**src/rtl/bht_pkg.sv**
```systemverilog
package bht_pkg;

   typedef logic [1:0] ctr_t;

   localparam ctr_t CTR_STRONG_NT = 2'd0;
   localparam ctr_t CTR_WEAK_NT   = 2'd1;
   localparam ctr_t CTR_WEAK_T    = 2'd2;
   localparam ctr_t CTR_STRONG_T  = 2'd3;

   // one saturating step towards the observed outcome
   function automatic ctr_t ctr_step(input ctr_t cur, input logic taken);
      ctr_t nxt;
      if (taken) nxt = (cur == CTR_STRONG_T)  ? cur : cur + 2'd1;
      else       nxt = (cur == CTR_STRONG_NT) ? cur : cur - 2'd1;
      return nxt;
   endfunction

endpackage

```
**src/rtl/bht_index.sv**
```systemverilog
module bht_index #(
   parameter int PC_W      = 32,
   parameter int IDX_W     = 6,
   parameter int DROP_BITS = 2
) (
   input  logic [PC_W-1:0]  pc,
   output logic [IDX_W-1:0] idx
);
   generate
      if (DROP_BITS == 0) begin : g_nodrop
         assign idx = pc[IDX_W-1:0];
      end else begin : g_drop
         // alignment bits below DROP_BITS carry no branch identity
         assign idx = pc[DROP_BITS +: IDX_W];
      end
   endgenerate
endmodule

```
**src/rtl/bht_ctr_cell.sv**
```systemverilog
module bht_ctr_cell
   import bht_pkg::*;
#(
   parameter ctr_t INIT = CTR_WEAK_NT
) (
   input  logic clk,
   input  logic rst_n,
   input  logic wr_en,
   input  logic taken,
   output ctr_t ctr
);
   always_ff @(posedge clk) begin
      if (!rst_n)     ctr <= INIT;
      else if (wr_en) ctr <= ctr_step(ctr, taken);
   end
endmodule

```
**src/rtl/bht_rd_mux.sv**
```systemverilog
module bht_rd_mux
   import bht_pkg::*;
#(
   parameter int DEPTH = 64,
   parameter int IDX_W = 6
) (
   input  ctr_t             entries [DEPTH],
   input  logic [IDX_W-1:0] sel,
   output ctr_t             dout
);
   always_comb begin
      dout = entries[sel];
   end
endmodule

```
**src/rtl/bht_predictor.sv**
```systemverilog
module bht_predictor
   import bht_pkg::*;
#(
   parameter int PC_W      = 32,
   parameter int DEPTH     = 64,
   parameter int DROP_BITS = 2
) (
   input  logic            clk,
   input  logic            rst_n,
   input  logic [PC_W-1:0] lk_pc,
   output logic            lk_taken,
   output logic [1:0]      lk_ctr,
   input  logic            up_valid,
   input  logic [PC_W-1:0] up_pc,
   input  logic            up_taken
);
   localparam int IDX_W = $clog2(DEPTH);

   generate
      if (DEPTH < 2 || (1 << IDX_W) != DEPTH) begin : g_bad_depth
         $error("bht_predictor: DEPTH must be a power of two of at least 2");
      end
      if (PC_W < IDX_W + DROP_BITS) begin : g_bad_pcw
         $error("bht_predictor: PC_W too narrow for index and dropped bits");
      end
   endgenerate

   logic [IDX_W-1:0] rd_idx;
   logic [IDX_W-1:0] wr_idx;
   ctr_t             cells [DEPTH];
   ctr_t             rd_ctr;

   bht_index #(.PC_W(PC_W), .IDX_W(IDX_W), .DROP_BITS(DROP_BITS)) u_rd_index (
      .pc  (lk_pc),
      .idx (rd_idx)
   );

   bht_index #(.PC_W(PC_W), .IDX_W(IDX_W), .DROP_BITS(DROP_BITS)) u_wr_index (
      .pc  (up_pc),
      .idx (wr_idx)
   );

   generate
      for (genvar e = 0; e < DEPTH; e++) begin : g_entry
         logic hit;
         assign hit = up_valid && (wr_idx == IDX_W'(e));
         bht_ctr_cell #(.INIT(CTR_WEAK_NT)) u_cell (
            .clk   (clk),
            .rst_n (rst_n),
            .wr_en (hit),
            .taken (up_taken),
            .ctr   (cells[e])
         );
      end
   endgenerate

   bht_rd_mux #(.DEPTH(DEPTH), .IDX_W(IDX_W)) u_rd_mux (
      .entries (cells),
      .sel     (rd_idx),
      .dout    (rd_ctr)
   );

   assign lk_ctr   = rd_ctr;
   assign lk_taken = rd_ctr[1];

endmodule

```
**config.mk**
```make
export PLATFORM = sky130hd
export DESIGN_NAME = bht_predictor
export DESIGN_NICKNAME = d
export VERILOG_FILES = /design/src/rtl/bht_pkg.sv /design/src/rtl/bht_index.sv /design/src/rtl/bht_ctr_cell.sv /design/src/rtl/bht_rd_mux.sv /design/src/rtl/bht_predictor.sv
export SDC_FILE = /design/constraint.sdc
export NUM_CORES = 1
export LEC_CHECK = 0
export BUFFER_PORTS_ARGS = -buffer_cell sky130_fd_sc_hd__buf_2
export CAP_MARGIN = 20
export CORE_MARGIN = 5
export CORE_UTILIZATION = 65
export CTS_CLUSTER_DIAMETER = 40
export DETAILED_ROUTE_END_ITERATION = 6
export PLACE_DENSITY = 0.86
export SYNTH_ARGS = -nofsm -noshare
export SYNTH_HDL_FRONTEND = slang
export SYNTH_SLANG_ARGS = --single-unit
```
**constraint.sdc**
```tcl
create_clock -name clk -period 2.6 [get_ports clk]
set_clock_uncertainty 0.15 [all_clocks]
set_input_delay 0.13 -clock clk [delete_from_list [all_inputs] [get_ports clk]]
set_output_delay 0.13 -clock clk [all_outputs]
set_load 0.03 [all_outputs]
```
==> impl_metrics.yaml, run 1 <==
routing:
  firstDrtPassIters: 6
  drc: 0
  vias: 7147
  routed_wl_um: 18800
  viasPerCell: 6.75
  ant_nets: 0
  wl_per_cell_um: 17.7
  drt_iter0_drc: 960
grt:
  antenna_found_initial: 0
  grt_overflow_total: 0
  grt_pass1_vias: 6269
  grt_pass1_wl_um: 31100
  grt_max_degree: 138
  grt_usage_pct: 26.6
placed_design:
  dp_cells: 1025
  place_hpwl_um: 11600
  port_buffers: 18
  place_ws_ns: 0.328
  routabilityCongestion: 0.825
power:
  p_total_mw: 5.50
  vdd_drop_max_v: 0.000456
  p_int_mw: 4.08
  swShare_pct: 25.8
  powerDensity_nw_per_um2: 646
  clkPwrFrac_pct: 47.1
  p_sw_mw: 1.42
  p_leak_nw: 3.31
  seqPwrFrac_pct: 40.7
  combPwrFrac_pct: 12.2
clock_tree:
  cts_resized: 0
  cts_tree: "yes"
  clock_path_buffers: 2
  clkSinkCount: 128
  cts.clk_slew.worst_paths_ns: 0.06
  h-tree-depth: 4
  postCtsSetupBuffers: 0
  cts_root_buffer: "clkbuf_16"
  clock_latency_ns: 0.42
  cts_buffers: 17
floorplan:
  initial_core_util_pct: 65.9
  die_w_um: 120
  dieHeight_um: 120
  design.die.area_um2: 14400
  num_rows: 40
  core_um2: 11900
  ios: 71
worst_setup_path:
  start_kind: "flip-flop"
  timing.rr.end: "g_entry[11].u_cell.ctr[0]"
  cp_top_family: "compound AO/OA/AOI/OAI gates"
  cp.required_ns: 2.32
  r2r_cells: 4
  crit_end: "lk_taken"
  cp_max_fo: 5
  rr_startpoint: "g_entry[11].u_cell.ctr[0]"
  cp.depth: 5
  worstPathCellList: "mux4_1, a22oi_1, nand4b_1, a32o_1, buf_2"
  r2r_setup_slack_ns: 1.42
  critical_path_buf_inv_count: 1
  arrival_ns: 2.20
  crit_path_end_kind: "output pin"
  startpoint: "g_entry[49].u_cell.ctr[1]"
  crit_slowest_cell: "mux4_1"
  path_class: "reg2out"
  max_stage_delay_ns: 0.54
sta:
  finalCritPeriodShare_pct: 95.3
  period_needed_ns: 2.48
  worst_slack_ns: 0.121
  hold_violations: 0
  drv_slew: 0
  clock.fmax_ghz: 0.403
  setup_tns_ns: 0
  tightest_slew_ns: 0.637
  maxSlewHeadroom_pct: 57.5
  setup_violations: 0
  rsz0062_at_grt: "no"
yosys:
  synth_edf_count: 0
  ys_ff_latch: 128
  yosysMostFrequentCell: "o21ai_0"
  ys_top_cells_by_area: "dfxtp_1, o21ai_0, a21boi_0"
  syn_avg_cell_area_um2: 8.42
  async_reset_ff_share_pct: 0
  synth_common_cells: "o21ai_0, dfxtp_1, nor2_1"
  synthDominantCellAreaShare_pct: 32.6
  syn_inst: 932
  syn-cell-area_um2: 7850
  yosysWarnings: 0
  synth.distinct_cells: 47
  synth_fp_nets: 1000
  ys.flop_type: "dfxtp_1"
  synth_seq_area_share_pct: 32.6
  synth_area_leader_cell: "dfxtp_1"
layout:
  top_register: "g_entry.u_cell.ctr"
  finalNetCount: 967
  reg_top3: "g_entry.u_cell.ctr x128"
  area_growth_pct: 8.27
  insertedDiodeCount: 0
  largest_reg_flops: 128
  finish.utilization_pct: 71.4
  drive_above_1_share_pct: 10.5
  layout.cells.non_filler: 1059
job:
  drv_cap: 0
outcome:
  outcome: "finished, final reports clean"
min_path:
  holdCritPathClass: "in2reg"
-- worst min-delay path, cell delays in order --
cell and delay (ns):
buf_2 0.23, nor4b_4 0.22, nand2_1 0.10, o311ai_1 0.10
-- metrics by stage --
| step | hold WS [ns] | cell area (µm²) |
|---|---|---|
| after floorplan | 0.304 | 7850 |
| after detailed placement | 0.337 | 7860 |
| after global placement | 0.329 | 7860 |
| final | 0.267 | 8500 |
| after CTS | 0.237 | 8500 |
| after global routing | 0.268 | 8500 |
-- how the worst min path moves through the flow --
stage | start | end | slack (ns) | cells past startpoint
after floorplan | g_entry[1].u_cell.ctr[1] | g_entry[1].u_cell.ctr[1] | 0.30 | 2
after global placement | g_entry[8].u_cell.ctr[1] | g_entry[8].u_cell.ctr[1] | 0.33 | 2
after detailed placement | g_entry[5].u_cell.ctr[1] | g_entry[5].u_cell.ctr[1] | 0.34 | 2
after CTS | up_pc[5] | g_entry[40].u_cell.ctr[0] | 0.24 | 4
after global routing | up_pc[5] | g_entry[40].u_cell.ctr[0] | 0.27 | 4
final | up_pc[5] | g_entry[40].u_cell.ctr[0] | 0.27 | 4
-- power groups by stage --
stage / Clock [mW] / Combinational (mW) / Sequential (mW)
5_1_grt: 2.68 / 0.746 / 2.26
4_1_cts: 2.60 / 0.662 / 2.23
3_3_place_gp: 0 / 0.631 / 2.27
2_1_floorplan: 0 / 0.535 / 2.23
6_report: 2.59 / 0.671 / 2.24
3_5_place_dp: 0 / 0.655 / 2.27
-- repair_timing --
item                                   in CTS  in global routing
setup endpoints to repair                   0                  0
hold buffers                                2                  0
endpoints found under the hold margin      26                  0
-- metal layers --
metal	track usage, %	wire length, µm
met5	0	0
met3	5.61	1410
met1	37.1	8360
met4	10.7	399
met2	40.4	8600
-- cells in the final DEF, fill, tap and decap left out, drive strengths merged, types with 20 or more instances in the layout --
| cell type | netlist | final |
|---|---|---|
| mux4 | 30 | 30 |
| dfxtp | 128 | 128 |
| nor2 | 75 | 75 |
| buf | 38 | 33 |
| nand2 | 66 | 66 |
| and3 | 65 | 65 |
| and2 | 45 | 45 |
| o31ai | 20 | 20 |
| a21boi | 65 | 65 |
| o311ai | 45 | 45 |
| a21oi | 33 | 33 |
| o21ai | 160 | 160 |
-- kinds of logic after synthesis --
| kind of cell | synth area share [%] |
|---|---|
| AO/OA/AOI/OAI | 29.0 |
| buffers and inverters | 6.25 |
| flip-flops | 32.6 |
| multiplexers | 9.98 |
| AND/OR/NAND/NOR | 22.2 |
-- final cells by class --
cell class,count,area (µm²)
multi-input combinational,703,4800
fill,902,3410
sequential,128,2560
clock buffer,19,433
timing repair buffer,35,278
clock inverter,13,193
tap,147,184
inverter,14,52.6
Note: power is estimated with default switching activity, not from simulation.
==> inputs of run 2 (changes only) <==
Settings changed: CAP_MARGIN 20 to default, CELL_PAD_IN_SITES_DETAIL_PLACEMENT from default to 1, CELL_PAD_IN_SITES_GLOBAL_PLACEMENT from default to 2, CORE_UTILIZATION 65 to 40, PLACE_DENSITY 0.86 to default, PLACE_DENSITY_LB_ADDON from default to 0.1.
==> impl_metrics.yaml, run 2 (synthesis results as in run 1) <==
layout:
  reg_top3: "g_entry.u_cell.ctr x128"
  area_growth_pct: 9.64
  final_common_cell: "o21ai_0"
  largest_reg_flops: 128
  top_register: "g_entry.u_cell.ctr"
  drive_above_1_share_pct: 11.3
  n_fill_cell: 2314
  final_cell_mix: "o21ai_0, dfxtp_1, nor2_1"
  finalNetCount: 972
  layout.cells.non_filler: 1183
sta:
  maxSlewHeadroom_pct: 38.1
  setup_violations: 0
  tightest_slew_ns: 0.928
  drv_slew: 0
  holdWs_ns: 0.0399
  setup_tns_ns: 0
  finalCritPeriodShare_pct: 97.5
  hold_violations: 0
  rsz0062_at_grt: "no"
  period_needed_ns: 2.54
  clock.fmax_ghz: 0.394
clock_tree:
  clock_latency_ns: 0.42
  h-tree-depth: 4
  cts_tree: "yes"
  clock_path_buffers: 2
  hold_buffers: 0
  cts_buffers: 17
  cts.clk_slew.worst_paths_ns: 0.06
  cts_root_buffer: "clkbuf_16"
  clkSinkCount: 128
floorplan:
  num_rows: 51
  die_w_um: 150
  design.die.area_um2: 22500
  ios: 71
  dieHeight_um: 150
  initial_core_util_pct: 40.5
  core_um2: 19400
placed_design:
  place_hpwl_um: 16200
  routabilityCongestion: 0.773
  dp_cells: 1150
  port_buffers: 18
worst_setup_path:
  cp.required_ns: 2.32
  cp_max_fo: 4
  start_kind: "flip-flop"
  max_stage_delay_ns: 0.50
  crit_slowest_cell: "mux4_2"
  r2r_cells: 4
  worstPathCellList: "mux4_2, a22oi_2, nand4b_1, a32o_2, buf_2"
  arrival_ns: 2.26
  path_class: "reg2out"
  crit_path_end_kind: "output pin"
power:
  clkPwrFrac_pct: 44.3
  p_leak_nw: 3.30
  powerDensity_nw_per_um2: 615
  seqPwrFrac_pct: 42.4
  swShare_pct: 27.1
  p_int_mw: 3.86
  p_sw_mw: 1.44
  combPwrFrac_pct: 13.4
  vdd_drop_max_v: 0.000429
routing:
  drt_iter0_drc: 413
  firstDrtPassIters: 5
  ant_nets: 0
  routed_wl_um: 23900
  wl_per_cell_um: 20.2
  drc: 0
  viasPerCell: 6.13
  vias: 7250
job:
  drv_cap: 0
grt:
  grt_pass1_wl_um: 38900
  gr-max-usage-layer: "met2"
  grt_pass1_vias: 7548
  antenna_found_initial: 0
  use_met3_pct: 3.31
  grt_max_degree: 105
  use_met2_pct: 37.2
  grt_util_met1_pct: 27.7
  grt_overflow_total: 0
  grt_usage_pct: 21.7
min_path:
  worstHoldPathCells: 2
  holdCritPathClass: "in2reg"
outcome:
  outcome: "finished, final reports clean"
==> run 2: cell type report <==
type / count / area (µm²) / share of cell area (%)
Multi-Input combinational cell: 703 / 4800 / 55.8
Sequential cell: 128 / 2560 / 29.8
Clock buffer: 27 / 523 / 6.08
Tap cell: 265 / 332 / 3.85
Timing Repair Buffer: 40 / 285 / 3.31
Inverter: 14 / 52.6 / 0.610
Clock inverter: 5 / 50.0 / 0.581
Antenna cell: 1 / 2.50 / 0.0291
==> run 2: what timing repair did <==
action                     4_1_cts  5_1_grt
pin swaps                        3        2
setup endpoints to repair        2        2
resized for setup                2        1
setup buffers                    0        0
==> run 2: worst paths after layout <==
check / slack, ns / from / endpoint
max reg2reg: 1.34 / g_entry[4].u_cell.ctr[0] / g_entry[4].u_cell.ctr[0]
min reg2reg: 0.35 / g_entry[8].u_cell.ctr[1] / g_entry[8].u_cell.ctr[1]
min: 0.04 / rst_n / g_entry[9].u_cell.ctr[0]
max: 0.06 / g_entry[51].u_cell.ctr[1] / lk_ctr[1]
==> run 2: metal layers <==
layer	share of wire [%]	up-vias
li1	-	3434
met1	45	3693
met2	50	90
met3	2.9	33
met4	2.8	0
met5	0	-
==> run 2: per-stage QoR <==
stage | power [mW] | utilization (%) | instance area, µm² | setup WS [ns]
6_report | 5.30 | 44.4 | 8610 | 0.0647
5_1_grt | 5.54 | 44.4 | 8610 | 0.0316
4_1_cts | 5.34 | 44.4 | 8610 | 0.0213
3_5_place_dp | 2.99 | 41.4 | 8030 | 0.145
3_3_place_gp | 2.91 | 41.4 | 8030 | 0.158
2_1_floorplan | 2.76 | - | 7850 | 0.660
==> run 2: worst max-delay path, delay by kind of cell (launching register included) <==
| kind | cells | cell delay, ns |
|---|---|---|
| AOI/OAI and AO/OA | 2 | 0.59 |
| muxes | 1 | 0.50 |
| DFF | 1 | 0.34 |
| and+or+nand+nor | 1 | 0.22 |
| buffers and inverters | 1 | 0.18 |
==> run 2: power by group through the flow <==
stage          sequential (mW)  clock, mW  combinational (mW)
2_1_floorplan             2.23          0               0.535
3_3_place_gp              2.26          0               0.644
3_5_place_dp              2.28          0               0.708
4_1_cts                   2.24       2.39               0.713
5_1_grt                   2.27       2.49               0.782
6_report                  2.24       2.34               0.708
